$ cat src/rtl/rstseq_pkg.sv
`timescale 1ns/1ps
package rstseq_pkg;
  localparam int REG_W  = 16;
  localparam int ADDR_W = 4;
  localparam int NREGS  = 14;

  localparam int A_PC    = 0;
  localparam int A_DIR0  = 1;
  localparam int A_OUTP  = 5;
  localparam int A_SP    = 12;
  localparam int A_WDCFG = 13;

  function automatic logic [REG_W-1:0] reg_default(input int idx, input int ram_bytes);
    case (idx)
      A_OUTP:  return REG_W'(16'h00FF);
      A_SP:    return (ram_bytes >= 128) ? REG_W'(16'h006F) : REG_W'(16'h002F);
      A_WDCFG: return REG_W'(16'h0007);
      default: return '0;
    endcase
  endfunction

  function automatic logic [REG_W-1:0] reg_mask(input int idx);
    case (idx)
      A_PC:    return '1;
      A_WDCFG: return REG_W'(16'h0007);
      default: return REG_W'(16'h00FF);
    endcase
  endfunction
endpackage

$ cat src/rtl/rstseq_pinqual.sv
`timescale 1ns/1ps
module rstseq_pinqual #(
  parameter int INSTR_CYC = 10
) (
  input  logic clk,
  input  logic clr_n,
  input  logic pin_n,
  output logic pin_rst
);
  localparam int QW = $clog2(INSTR_CYC + 1);

  logic          s1, s2;
  logic [QW-1:0] q;

  always_ff @(posedge clk or negedge clr_n) begin
    if (!clr_n) begin
      s1 <= 1'b1;
      s2 <= 1'b1;
    end else begin
      s1 <= pin_n;
      s2 <= s1;
    end
  end

  always_ff @(posedge clk or negedge clr_n) begin
    if (!clr_n) begin
      q       <= '0;
      pin_rst <= 1'b0;
    end else if (!s2) begin
      if (q == QW'(INSTR_CYC - 1)) pin_rst <= 1'b1;
      else                         q       <= q + 1'b1;
    end else begin
      q       <= '0;
      pin_rst <= 1'b0;
    end
  end
endmodule

$ cat src/rtl/rstseq_idle.sv
`timescale 1ns/1ps
module rstseq_idle #(
  parameter int IDLE_W = 12
) (
  input  logic clk,
  input  logic clr_n,
  output logic hold
);
  logic [IDLE_W-1:0] cnt;

  always_ff @(posedge clk or negedge clr_n) begin
    if (!clr_n) begin
      cnt  <= '1;
      hold <= 1'b1;
    end else if (hold) begin
      if (cnt == '0) hold <= 1'b0;
      else           cnt  <= cnt - 1'b1;
    end
  end
endmodule

$ cat src/rtl/rstseq_bank.sv
`timescale 1ns/1ps
module rstseq_bank
  import rstseq_pkg::*;
#(
  parameter int RAM_BYTES = 64
) (
  input  logic              clk,
  input  logic              clr_n,
  input  logic              rst_act,
  input  logic              wr_en,
  input  logic [ADDR_W-1:0] wr_addr,
  input  logic [REG_W-1:0]  wr_data,
  input  logic [ADDR_W-1:0] rd_addr,
  output logic [REG_W-1:0]  rd_data
);
  logic [NREGS-1:0][REG_W-1:0] bank_q;

  for (genvar g = 0; g < NREGS; g++) begin : g_reg
    logic [REG_W-1:0] r;
    always_ff @(posedge clk or negedge clr_n) begin
      if (!clr_n)                                  r <= reg_default(g, RAM_BYTES);
      else if (rst_act)                            r <= reg_default(g, RAM_BYTES);
      else if (wr_en && wr_addr == ADDR_W'(g))     r <= wr_data & reg_mask(g);
    end
    assign bank_q[g] = r;
  end

  always_comb begin
    rd_data = '0;
    for (int i = 0; i < NREGS; i++)
      if (rd_addr == ADDR_W'(i)) rd_data = bank_q[i];
  end
endmodule

$ cat src/rtl/rstseq_top.sv
`timescale 1ns/1ps
module rstseq_top
  import rstseq_pkg::*;
#(
  parameter int INSTR_CYC = 10,
  parameter int IDLE_W    = 12,
  parameter int RAM_BYTES = 64
) (
  input  logic              clk,
  input  logic              rst_pin_n,
  input  logic              por_en,
  input  logic              pwr_good,
  input  logic              wr_en,
  input  logic [ADDR_W-1:0] wr_addr,
  input  logic [REG_W-1:0]  wr_data,
  input  logic [ADDR_W-1:0] rd_addr,
  output logic              core_rst_n,
  output logic              wd_inhibit,
  output logic              wd_start,
  output logic [REG_W-1:0]  rd_data
);
  logic por_clr_n, por_hold, pin_rst, rst_act, rst_prev;

  // power-on clear: asynchronous, only when the power-on source is enabled
  assign por_clr_n = !(por_en && !pwr_good);

  rstseq_pinqual #(.INSTR_CYC(INSTR_CYC)) u_pin (
    .clk(clk), .clr_n(por_clr_n), .pin_n(rst_pin_n), .pin_rst(pin_rst));

  rstseq_idle #(.IDLE_W(IDLE_W)) u_idle (
    .clk(clk), .clr_n(por_clr_n), .hold(por_hold));

  assign rst_act = por_hold | pin_rst;

  always_ff @(posedge clk or negedge por_clr_n) begin
    if (!por_clr_n) rst_prev <= 1'b1;
    else            rst_prev <= rst_act;
  end

  rstseq_bank #(.RAM_BYTES(RAM_BYTES)) u_bank (
    .clk(clk), .clr_n(por_clr_n), .rst_act(rst_act),
    .wr_en(wr_en), .wr_addr(wr_addr), .wr_data(wr_data),
    .rd_addr(rd_addr), .rd_data(rd_data));

  assign core_rst_n = ~rst_act;
  assign wd_inhibit = rst_act;
  assign wd_start   = rst_prev & ~rst_act;
endmodule

$ cat config.mk
export PLATFORM = sky130hd
export DESIGN_NAME = rstseq_top
export DESIGN_NICKNAME = d
export VERILOG_FILES = /design/src/rtl/rstseq_pkg.sv /design/src/rtl/rstseq_pinqual.sv /design/src/rtl/rstseq_idle.sv /design/src/rtl/rstseq_bank.sv /design/src/rtl/rstseq_top.sv
export SDC_FILE = /design/constraint.sdc
export NUM_CORES = 1
export LEC_CHECK = 0
export BUFFER_PORTS_ARGS = -buffer_cell sky130_fd_sc_hd__buf_4
export CAP_MARGIN = 30
export CORE_MARGIN = 3
export CORE_UTILIZATION = 50
export CTS_BUF_LIST = sky130_fd_sc_hd__clkbuf_8
export DETAILED_ROUTE_END_ITERATION = 10
export PLACE_DENSITY = 0.65
export SYNTH_ARGS = -nofsm -noshare
export SYNTH_HDL_FRONTEND = slang
export SYNTH_SLANG_ARGS = --single-unit
$ cat constraint.sdc
create_clock -name clk -period 9.96 [get_ports clk]
set_clock_uncertainty 0.15 [all_clocks]
set_input_delay 1.992 -clock clk [delete_from_list [all_inputs] [get_ports clk]]
set_output_delay 1.992 -clock clk [all_outputs]
set_load 0.02 [all_outputs]
==> results of run 1 <==
-- worst max-delay path: stages --
cell	delay, ns
buf_4	0.45
nor2b_1	0.48
a22oi_1	0.18
o31ai_1	0.22
o21ai_1	0.10
a31oi_1	0.28
buf_4	0.20
-- final cells by class --
class                      instances  area [um2]  area share, %
clock inverter                    14         198           2.53
tap                              176         220           2.82
clock buffer                      18         248           3.17
inverter                          10        37.5          0.481
multi-input combinational        505        3260           41.7
timing repair buffer              51         403           5.16
sequential                       136        3440           44.1
-- routing by layer --
metal / part of all wire (%) / up-vias / wire length (um) / track usage, %
li1: - / 2454 / - / -
met1: 45 / 2635 / 8160 / 35.1
met4: 2.0 / 0 / 361 / 9.90
met2: 47 / 162 / 8530 / 38.9
met5: 0 / - / 0 / 0
met3: 6.3 / 24 / 1160 / 6.72
-- per-stage QoR --
stage                     instance area, um2  worst slack [ns]  hold slack (ns)
final                                   7800              3.90            0.208
after global routing                    7800              3.77            0.212
after CTS                               7800              3.97            0.209
after detailed placement                7360              3.98            0.197
after global placement                  7330              4.05            0.195
after floorplan                         6940              3.30            0.195
-- cells by family (layout without fill, tap and decap cells) --
logic type,after synthesis,count (layout),share of synthesized area (%)
flops,136,136,49.6
mux,108,108,16.4
buf+inv,56,93,3.61
simple gates,273,273,18.0
compound gates,112,112,10.7
fa+ha+maj,3,3,0.541
xor+xnor,9,9,1.14
-- report_power, final --
part	total, W	leakage [nW]	switching, W	internal (W)
Sequential	0.000760	1.59	0.0000802	0.000680
Clock	0.000507	0.208	0.000226	0.000281
Combinational	0.000263	1.74	0.000145	0.000118
Total	0.00153	3.53	0.000452	0.00108
-- synth_stat cells, types with 5 or more instances --
master / instances / area [um2]
nor2_1: 118 / 443
nor3_1: 7 / 35.0
o2bb2ai_1: 5 / 43.8
nand3_1: 11 / 55.1
o22ai_1: 6 / 37.5
dfrtp_1: 104 / 2600
clkbuf_1: 24 / 90.1
o21ai_0: 12 / 60.1
dfstp_2: 32 / 841
a31oi_1: 5 / 31.3
mux2i_1: 101 / 1010
nand2b_1: 11 / 68.8
a221oi_1: 7 / 61.3
inv_1: 7 / 26.3
and2_1: 12 / 75.1
xor2_1: 7 / 61.3
a21oi_1: 39 / 195
a211oi_1: 5 / 37.5
buf_2: 11 / 55.1
nand2_1: 82 / 308
nor2b_1: 5 / 31.3
nor2_2: 6 / 37.5
buf_4: 7 / 52.6
-- path summary, 6_finish.rpt --
path | to | slack (ns) | depth (start not counted)
setup / recovery | rd_data[4] | 3.90 | 7
hold / removal | u_pin.s2 | 0.21 | 0
setup reg to reg | u_bank.g_reg[13].r[2] | 7.64 | 3
hold reg to reg | u_pin.s2 | 0.21 | 0
max in group asynchronous | u_bank.g_reg[5].r[6] | 6.97 | 4
min in group asynchronous | u_bank.g_reg[0].r[15] | 1.55 | 2
-- flip-flops by register name, summed over array words and instances, names as in the netlist --
register	flops
u_idle.cnt	12
rst_prev	1
u_bank.g.r	115
u_pin.s1	1
u_pin.s2	1
u_pin.q	4
u_pin.pin_rst	1
u_idle.hold	1
==> metrics.log, run 1 <==
INFO  metric outcome = finished clean
INFO  metric routed-via-count = 5275
INFO  metric hold_start = u_pin.s1
INFO  metric grt_residual_overflow = 0
INFO  metric post_drt_antenna_nets = 0
INFO  metric routed_via_density = ~5.8
INFO  metric io_buffers = 47
INFO  metric mostFrequentLayoutCells = nor2_1 (118), dfrtp_1 (104), mux2i_1 (101)
INFO  metric synth-edff-count = 0
INFO  metric floorplan.io_pins = 48
INFO  metric floorplan.die_area = 15300 um2
INFO  metric cp_max_fo = 46
INFO  metric slew_viol_final = 0
INFO  metric dpl.cell_count = between 800 and 900
INFO  metric max_cap_viol_count = 0
INFO  metric final-hold-violation-count = 0
INFO  metric cts_inserted_buffers = 17
INFO  metric hpwlAfterDp = between 10000 and 15000 um
INFO  metric fp.dieW = between 100 and 150 um
INFO  metric postRouteWirelength = approximately 18000 um
INFO  metric postSynthCellCount = between 600 and 700
INFO  metric start_kind = primary input
INFO  metric min-delay-path-class = reg2reg
INFO  metric path_class = in2out
INFO  metric yosysSeqAreaShare = between 40% and 50%
INFO  metric finalCritPeriodShare = 60.8%
INFO  metric power-per-cell-area = between 150 and 200 nW/um2
INFO  metric htree_levels = 4
INFO  metric beginning_of_the_worst_register_to_register_path = u_idle.hold
INFO  metric synthesis.yosys.warnings = 0
INFO  metric drc = 0
INFO  metric clkTransAtPathRegs = approximately 0.080 ns
INFO  metric synth.lib_cells_used.distinct = between 50 and 60
INFO  metric cts_post_setup_buffers_inserted = 0
INFO  metric power = between 0.0015 and 0.002 W
INFO  metric clock.fmax = around 170 MHz
INFO  metric layout.cells.most_common = nor2_1
INFO  metric relSlewSlack = a little under half
INFO  metric p_leak = approximately 3.5 nW
INFO  metric ir_worst_vdd = roughly 0.13 mV
INFO  metric die_h = approximately 120 um
INFO  metric mappedNetlistArea = just under 7000 um2
INFO  metric detail_route.iter0.violations = 527
INFO  metric cts_root_buffer = clkbuf_8
INFO  metric final_nets = 753
INFO  metric post_cts.resized_instances = 0
INFO  metric post_cts_hold_buffer_count = 0
INFO  metric grt_start_max_net_pins = 73
INFO  metric syn-num-nets = roughly 730
INFO  metric num_antenna_cells = 0
INFO  metric clk_latency = approximately 0.44 ns
INFO  metric row_count = 42
INFO  metric worst-endpoint-arrival = slightly below 4 ns
INFO  metric grt_pass1_wl = 29300 um
INFO  metric drt_pass1_iterations = 5
INFO  metric grt_antenna_before_repair = 0
INFO  metric gp_routability_congestion = 1.01
INFO  metric via_count_of_the_first_global_routing_pass = about 5400
INFO  metric gr-usage-all-layers = 25.6%
INFO  metric synth_flop_cell = dfrtp_1
INFO  metric number_of_buffers_between_clock_root_and_the_deepest_sink = 2
INFO  metric ys_async_sr_fraction = between 90% and 100%
INFO  metric slew_at_the_pin_closest_to_its_max_slew_limit = 0.787 ns
INFO  metric cts_num_sinks = roughly 140
INFO  metric synth.avg_cell_area = around 10 um2
INFO  metric initial_core_util = between 50 and 60%
INFO  metric drt-wirelength-per-cell = between 20 and 25 um
INFO  metric setup_viol_count_final = 0
INFO  metric period_needed = ~6 ns
INFO  metric rsz0062_at_grt = no
INFO  metric layoutNonFillerInstCount = 910
INFO  metric ratio_of_cells_with_drive_above_1_in_the_final_layout = roughly a fifth
INFO  metric critPathLaunch = rd_addr[0]
INFO  metric core_area = 13400 um2
INFO  metric ys_ff_latch = 136
INFO  metric worst_ep_required_time = between 7 and 8 ns
INFO  metric cts_tree = built
INFO  metric setup_total_negative_slack = 0 ns
INFO  metric flow.area_growth_from_synthesis = 12.5%
INFO  metric fill_cells = roughly 1200
INFO  metric timing.critical_path.to_type = primary output
INFO  metric final_util = approximately 58%
Note: power is estimated with default switching activity, not from simulation.
==> run 2: changes to the inputs <==
- ABC_AREA: default -> 1
- PLACE_DENSITY: 0.65 -> 0.68
- clock period: 9.96 -> 5.25 ns (I/O delays scaled with it)
==> run 2 against run 1 <==
Net effect:
- non-clock buffer count increased by 4
- worst hold slack is essentially flat
- largest cell class unchanged
- critical path depth is 6 higher
- final cell count rose by 14%
- final area decreased by 4.2%
- largest power group unchanged
- highest routed layer unchanged
- critical path type unchanged
==> metrics.log, run 2 <==
INFO  metric worst_ep_required_time = 4.05 ns (was 7.82 ns)
INFO  metric outcome = finished clean (unchanged)
INFO  metric slew_at_the_pin_closest_to_its_max_slew_limit = 0.715 ns (was 0.787 ns)
INFO  metric drt-wirelength-per-cell = 16.5 um (was 20.0 um)
INFO  metric start_kind = primary input (unchanged)
INFO  metric post_drt_antenna_nets = 0 (unchanged)
INFO  metric floorplan.io_pins = 48 (unchanged)
INFO  metric ys_async_sr_fraction = 100% (unchanged)
INFO  metric power = 0.00282 W (was 0.00153 W)
INFO  metric mappedNetlistArea = 6510 um2 (was 6940 um2)
INFO  metric ys_top_cells_by_count = nand2_1 (217), o21ai_0 (108), dfrtp_1 (104) (was nor2_1 (118), dfrtp_1 (104), mux2i_1 (101))
INFO  metric finalCritPeriodShare = approximately three quarters
INFO  metric flip_flop_count_of_the_largest_register_after_layout = 115 (unchanged)
INFO  metric post_cts.resized_instances = 0 (unchanged)
INFO  metric final-hold-violation-count = 0 (unchanged)
INFO  metric clock_power_share = 31.3% (was 33.1%)
INFO  metric setup_total_negative_slack = 0 ns (unchanged)
INFO  metric clock.fmax = between 200 and 250 MHz
INFO  metric cell_int_power = 0.00199 W (was 0.00108 W)
INFO  metric yosysSeqAreaShare = 52.9% (was 49.6%)
INFO  metric gp_routability_congestion = 1.01 (about the same)
INFO  metric postRouteWirelength = 17000 um (was 18200 um)
INFO  metric core_area = 12700 um2 (was 13400 um2)
INFO  metric synth.area.top_cells = dfrtp_1 (40%), dfstp_2 (13%), nand2_1 (13%) (was dfrtp_1 (38%), mux2i_1 (15%), dfstp_2 (12%))
INFO  metric floorplan.die_area = 14400 um2 (was 15300 um2)
INFO  metric synth_flop_cell = dfrtp_1 (unchanged)
INFO  metric layout.cells.most_common = nand2_1 (was nor2_1)
INFO  metric drt_pass1_iterations = 6 (was 5)
INFO  metric final.setup.worst_slack = 1.25 ns (was 3.90 ns)
INFO  metric combPwrFrac = 16.5% (was 17.2%)
INFO  metric drc = 0 (unchanged)
INFO  metric mostFrequentLayoutCells = nand2_1 (216), o21ai_0 (108), dfrtp_1 (104) (was nor2_1 (118), dfrtp_1 (104), mux2i_1 (101))
INFO  metric cts_root_buffer = clkbuf_8 (unchanged)
INFO  metric postSynthCellCount = 794 (was 697)
INFO  metric htree_levels = 4 (unchanged)
INFO  metric ratio_of_cells_with_drive_above_1_in_the_final_layout = 18.7% (was 19.5%)
INFO  metric post_cts_hold_buffer_count = 0 (unchanged)
INFO  metric largest_registers = u_bank.g.r: 115 flops, u_idle.cnt: 12 flops, u_pin.q: 4 flops (unchanged)
INFO  metric synthesis.yosys.warnings = 0 (unchanged)
INFO  metric gr-usage-all-layers = 24.8% (was 25.6%)
INFO  metric synth.lib_cells_used.distinct = 33 (was 58)
INFO  metric grt_antenna_before_repair = 0 (unchanged)
INFO  metric synthDominantAreaCellType = dfrtp_1 (unchanged)
INFO  metric grt_pass1_wl = 27500 um (was 29300 um)
INFO  metric cts_inserted_buffers = 17 (unchanged)
INFO  metric grt_start_max_net_pins = 61 (was 73)
INFO  metric cp_max_fo = 18 (was 46)
INFO  metric num_antenna_cells = 0 (unchanged)
INFO  metric via_count_of_the_first_global_routing_pass = 5241 (was 5399)
INFO  metric grt_residual_overflow = 0 (unchanged)
INFO  metric power-per-cell-area = 378 nW/um2 (was 196 nW/um2)
INFO  metric synth-edff-count = 0 (unchanged)
INFO  metric io_buffers = 47 (unchanged)
INFO  metric place_ws = 1.27 ns (was 3.98 ns)
INFO  metric largest_register = u_bank.g.r (unchanged)
INFO  metric slew_viol_final = 0 (unchanged)
INFO  metric routed-via-count = 5511 (was 5275)
INFO  metric fp.dieW = 120 um (was 124 um)
INFO  metric synth_top_cell_area_share = 40.0% (was 37.5%)
INFO  metric period_needed = ~4.0 ns
INFO  metric synth_most_common_cell = nand2_1 (was nor2_1)
INFO  metric relSlewSlack = 51.8% (was 47.2%)
INFO  metric net-switching-power = 0.000839 W (was 0.000452 W)
INFO  metric detail_route.iter0.violations = 610 (was 527)
INFO  metric syn-num-nets = 826 (was 729)
INFO  metric switching_share = 29.7% (was 29.5%)
INFO  metric worst-endpoint-arrival = 2.80 ns (was 3.92 ns)
INFO  metric max_cap_viol_count = 0 (unchanged)
INFO  metric holdWs = 0.208 ns (about the same)
INFO  metric p_leak = 3.57 nW (was 3.53 nW)
INFO  metric rsz0062_at_grt = no (unchanged)
INFO  metric die_h = 120 um (was 124 um)
INFO  metric min-delay-path-class = reg2reg (unchanged)
INFO  metric flow.area_growth_from_synthesis = 14.8% (was 12.5%)
INFO  metric clk_latency = 0.45 ns (was 0.44 ns)
INFO  metric cts_num_sinks = 136 (unchanged)
INFO  metric synth.avg_cell_area = 8.20 um2 (was 9.96 um2)
INFO  metric setup_viol_count_final = 0 (unchanged)
INFO  metric hpwlAfterDp = 12600 um (about the same)
INFO  metric number_of_buffers_between_clock_root_and_the_deepest_sink = 2 (unchanged)
INFO  metric path_class = in2out (unchanged)
INFO  metric ys_ff_latch = 136 (unchanged)
INFO  metric power.sequential.fraction = 52.1% (was 49.7%)
INFO  metric initial_core_util = 51.4% (was 51.8%)
INFO  metric routed_via_density = 5.33 (was 5.80)
INFO  metric cts_tree = built (unchanged)
INFO  metric row_count = 41 (was 42)
INFO  metric timing.critical_path.to_type = primary output (unchanged)
INFO  metric final_nets = 881 (was 753)
INFO  metric ir_worst_vdd = 0.222 mV (was 0.125 mV)
INFO  metric cts_post_setup_buffers_inserted = 0 (unchanged)
INFO  metric clkTransAtPathRegs = 0.07 ns (was 0.08 ns)
run 2: changes by cell type after synthesis, moves of 12 or more:
cell      previous run  this run
a21oi_1             39        11
and2_1              12         0
clkbuf_1            24         6
inv_1                7        82
mux2i_1            101         0
nand2_1             82       217
nand3_1             11        48
nand4_1              0        18
nor2_1             118        73
o21ai_0             12       108
run 2: area by class of cell:
cell class | count | area, um2
Clock buffer | 18 | 248
Clock inverter | 13 | 155
Fill cell | 1159 | 5190
Inverter | 92 | 345
Multi-Input combinational cell | 547 | 2640
Sequential cell | 136 | 3440
Tap cell | 172 | 215
Timing Repair Buffer | 55 | 430
run 2: power by group through the flow:
stage	logic, W	clock network, W	registers [W]
6_report	0.000467	0.000885	0.00147
5_1_grt	0.000541	0.000953	0.00150
4_1_cts	0.000471	0.000904	0.00147
3_5_place_dp	0.000470	0	0.00148
2_1_floorplan	0.000328	0	0.00143
3_3_place_gp	0.000448	0	0.00148
run 2: final timing paths:
path	startpoint	to	slack [ns]	cells after the start
min in group asynchronous	por_en	u_bank.g_reg[2].r[3]	0.42	2
hold reg to reg	u_pin.s1	u_pin.s2	0.21	0
setup / recovery	rd_addr[3]	rd_data[3]	1.25	13
max in group asynchronous	pwr_good	u_idle.cnt[3]	3.60	5
setup reg to reg	u_pin.pin_rst	u_bank.g_reg[12].r[7]	2.79	6
hold / removal	u_pin.s1	u_pin.s2	0.21	0
run 2: worst max-delay path, stage by stage:
cell and delay, ns:
buf_4 0.12, nor2_2 0.55, nand2_1 0.26, nor2_1 0.16, nor2_1 0.06, nand3_1 0.06
nand2_1 0.06, nand3b_1 0.09, nand2_1 0.06, nand4_1 0.08, nand2_1 0.06, inv_1 0.05
buf_4 0.13
run 2: through the flow:
step	cell area (um2)	utilization, %	cells
after floorplan	6510	-	794
after global placement	7020	55.4	997
after detailed placement	7070	55.8	1001
after CTS	7470	58.9	1032
after global routing	7480	59.0	1033
final	7480	59.0	1033
run 2: cells by family (layout without fill, tap and decap cells):
group                    after synthesis  in the layout  share of synthesized area (%)
AND/OR/NAND/NOR                      390            390                           26.2
AO/OA/AOI/OAI                        136            136                           11.0
flip-flops                           136            136                           52.9
buffers and inverters                111            178                           6.72
XOR/XNOR                              13             13                           1.75
multiplexers                           5              5                          0.864
adder cells (fa/ha/maj)                3              3                          0.576
run 2: layer usage:
| metal | global-route usage (%) | wire length (um) |
|---|---|---|
| met1 | 35.3 | 7870 |
| met2 | 37.8 | 7640 |
| met3 | 5.37 | 1070 |
| met4 | 8.88 | 420 |
| met5 | 0 | 0 |
==> run 3: changes to the inputs <==
- clock period: 5.25 -> 3.6 ns (I/O delays scaled with it)
==> run 3 against run 2 <==
Net effect:
- sequential share of layout area barely moved
- first-iteration DRC count decreased by 24%
- non-clock buffer count is 2 higher
- critical endpoint unchanged
- via count did not move
- total power is 42% higher
- clock-buffer cell count did not move
- utilization fell by 0.059 points
- combinational power rose by 47%
- register-to-register slack got worse by 1.7 ns
==> metrics.log, run 3 (synthesized netlist as in run 2, its figures left out) <==
INFO  metric outcome = finished clean (unchanged)
INFO  metric ratio_of_cells_with_drive_above_1_in_the_final_layout = 18.5% (was 18.7%)
INFO  metric period_needed = 3.21 ns
INFO  metric num_antenna_cells = 0 (unchanged)
INFO  metric post_cts.resized_instances = 0 (unchanged)
INFO  metric largest_register = u_bank.g.r (unchanged)
INFO  metric cpMaxStageDelayCell = nor2_2 (unchanged)
INFO  metric final.setup.worst_slack = 0.389 ns (was 1.25 ns)
INFO  metric initial_core_util = 51.4% (unchanged)
INFO  metric cts_num_sinks = 136 (unchanged)
INFO  metric io_buffers = 47 (unchanged)
INFO  metric die_h = 120 um (unchanged)
INFO  metric min-delay-path-class = in2async (was reg2reg)
INFO  metric flow.area_growth_from_synthesis = 14.7% (was 14.8%)
INFO  metric start_kind = primary input (unchanged)
INFO  metric cp_max_fo = 15 (was 18)
INFO  metric clock.fmax = between 300 and 400 MHz
INFO  metric row_count = 41 (unchanged)
INFO  metric timing.reg2reg.worst_path_depth = 4 (was 6)
INFO  metric drc = 0 (unchanged)
INFO  metric drt_pass1_iterations = 6 (unchanged)
INFO  metric gp_routability_congestion = 0.929 (was 1.01)
INFO  metric cp.depth = 13 (unchanged)
INFO  metric final_nets = 883 (was 881)
INFO  metric critPathTopFamily = simple AND/OR/NAND/NOR gates (unchanged)
INFO  metric routed-via-count = 5511 (unchanged)
INFO  metric power-per-cell-area = 537 nW/um2 (was 378 nW/um2)
INFO  metric floorplan.io_pins = 48 (unchanged)
INFO  metric path_common_cell = nand2_1 (unchanged)
INFO  metric number_of_buffers_between_clock_root_and_the_deepest_sink = 2 (unchanged)
INFO  metric cts_root_buffer = clkbuf_8 (unchanged)
INFO  metric path_cells = buf_4 -> nor2_2 -> nand2_1 -> nor2_1 -> nor2_1 -> nand3_1 -> nand2_1 -> nand3b_1 -> nand2_1 -> nand4_1 -> nand2_1 -> inv_1 -> buf_4 (unchanged)
INFO  metric grt_residual_overflow = 0 (unchanged)
INFO  metric place_ws = 0.410 ns (was 1.27 ns)
INFO  metric grt_start_max_net_pins = 137 (was 61)
INFO  metric clk_latency = 0.45 ns (about the same)
INFO  metric grt_pass1_wl = 27000 um (was 27500 um)
INFO  metric post_cts_hold_buffer_count = 0 (unchanged)
INFO  metric slew_viol_final = 0 (unchanged)
INFO  metric via_count_of_the_first_global_routing_pass = 5275 (was 5241)
INFO  metric clkTransAtPathRegs = 0.08 ns (was 0.07 ns)
INFO  metric p_leak = 3.58 nW (was 3.57 nW)
INFO  metric timing.critical_path.to_type = primary output (unchanged)
INFO  metric grt_antenna_before_repair = 0 (unchanged)
INFO  metric setup_total_negative_slack = 0 ns (unchanged)
INFO  metric cts_tree = built (unchanged)
INFO  metric floorplan.die_area = 14400 um2 (unchanged)
INFO  metric path_class = in2out (unchanged)
INFO  metric relSlewSlack = 31.2% (was 51.8%)
INFO  metric post_drt_antenna_nets = 0 (unchanged)
INFO  metric cts_post_setup_buffers_inserted = 0 (unchanged)
INFO  metric hpwlAfterDp = 12000 um (was 12600 um)
INFO  metric postRouteWirelength = 16400 um (was 17000 um)
INFO  metric worst_ep_required_time = 2.73 ns (was 4.05 ns)
INFO  metric drt-wirelength-per-cell = 15.8 um (was 16.5 um)
INFO  metric cp_slowest_stage_delay = 0.44 ns (was 0.55 ns)
INFO  metric largest_registers = u_bank.g.r: 115 flops, u_idle.cnt: 12 flops, u_pin.q: 4 flops (unchanged)
INFO  metric finalCritPeriodShare = between 80% and 90%
INFO  metric fp.dieW = 120 um (unchanged)
INFO  metric detail_route.iter0.violations = 463 (was 610)
INFO  metric ir_worst_vdd = 0.284 mV (was 0.222 mV)
INFO  metric worst-endpoint-arrival = 2.34 ns (was 2.80 ns)
INFO  metric mostFrequentLayoutCells = nand2_1 (216), o21ai_0 (108), dfrtp_1 (104) (unchanged)
INFO  metric gr-usage-all-layers = 24.3% (was 24.8%)
INFO  metric final-hold-violation-count = 0 (unchanged)
INFO  metric max_cap_viol_count = 0 (unchanged)
INFO  metric htree_levels = 4 (unchanged)
INFO  metric rsz0062_at_grt = no (unchanged)
INFO  metric cts_inserted_buffers = 17 (unchanged)
INFO  metric core_area = 12700 um2 (unchanged)
INFO  metric routed_via_density = 5.32 (was 5.33)
INFO  metric path_buf_inv = 3 (unchanged)
INFO  metric flip_flop_count_of_the_largest_register_after_layout = 115 (unchanged)
INFO  metric layout.cells.most_common = nand2_1 (unchanged)
INFO  metric setup_viol_count_final = 0 (unchanged)
INFO  metric slew_at_the_pin_closest_to_its_max_slew_limit = 1.03 ns (was 0.715 ns)
run 3: changes by cell type in the layout (fill, tap and decap cells not counted), sizes merged:
| cell | delta |
|---|---|
| inv | +3 |
| clkinv | -2 |
| buf | +2 |
| clkinvlp | +1 |
| bufinv | -1 |
run 3: worst paths after layout:
path,from,end,slack [ns]
max,rd_addr[3],rd_data[3],0.39
min,por_en,u_bank.g_reg[1].r[3],0.06
max reg2reg,u_pin.pin_rst,u_bank.g_reg[11].r[4],1.09
min reg2reg,u_pin.s1,u_pin.s2,0.21
max in group asynchronous,pwr_good,u_bank.g_reg[5].r[5],2.42
min in group clk,u_pin.s1,u_pin.s2,0.21
run 3: metrics by stage:
step	utilization (%)	area [um2]	hold slack [ns]	cells	power, W
finish	58.9	7470	0.0561	1036	0.00401
global route	58.9	7470	0.0418	1036	0.00427
CTS	58.7	7440	0.192	1035	0.00403
detailed placement	55.8	7070	0.197	1003	0.00284
global placement	55.8	7060	0.200	1002	0.00280
floorplan	-	6520	0.195	794	0.00257
run 3: where the power goes:
part	internal, W	total [W]	switching (W)
logic	0.000267	0.000685	0.000418
clock network	0.000614	0.00119	0.000572
registers	0.00194	0.00214	0.000206
run 3: final cells by class:
| cell class | count | area (um2) |
|---|---|---|
| clock buffers | 18 | 248 |
| well taps | 172 | 215 |
| multi-input cells | 547 | 2650 |
| clock inverters | 14 | 121 |
| repair buffers | 57 | 448 |
| flip-flops and latches | 136 | 3440 |
| fillers | 1136 | 5200 |
| inverters | 92 | 345 |
run 3: per-layer routing:
layer	global-route usage, %	vias up	wire, um
met3	5.00	30	1370
met4	9.95	0	407
met2	36.0	221	7330
met5	0	-	0
met1	35.1	2603	7300
li1	-	2657	-
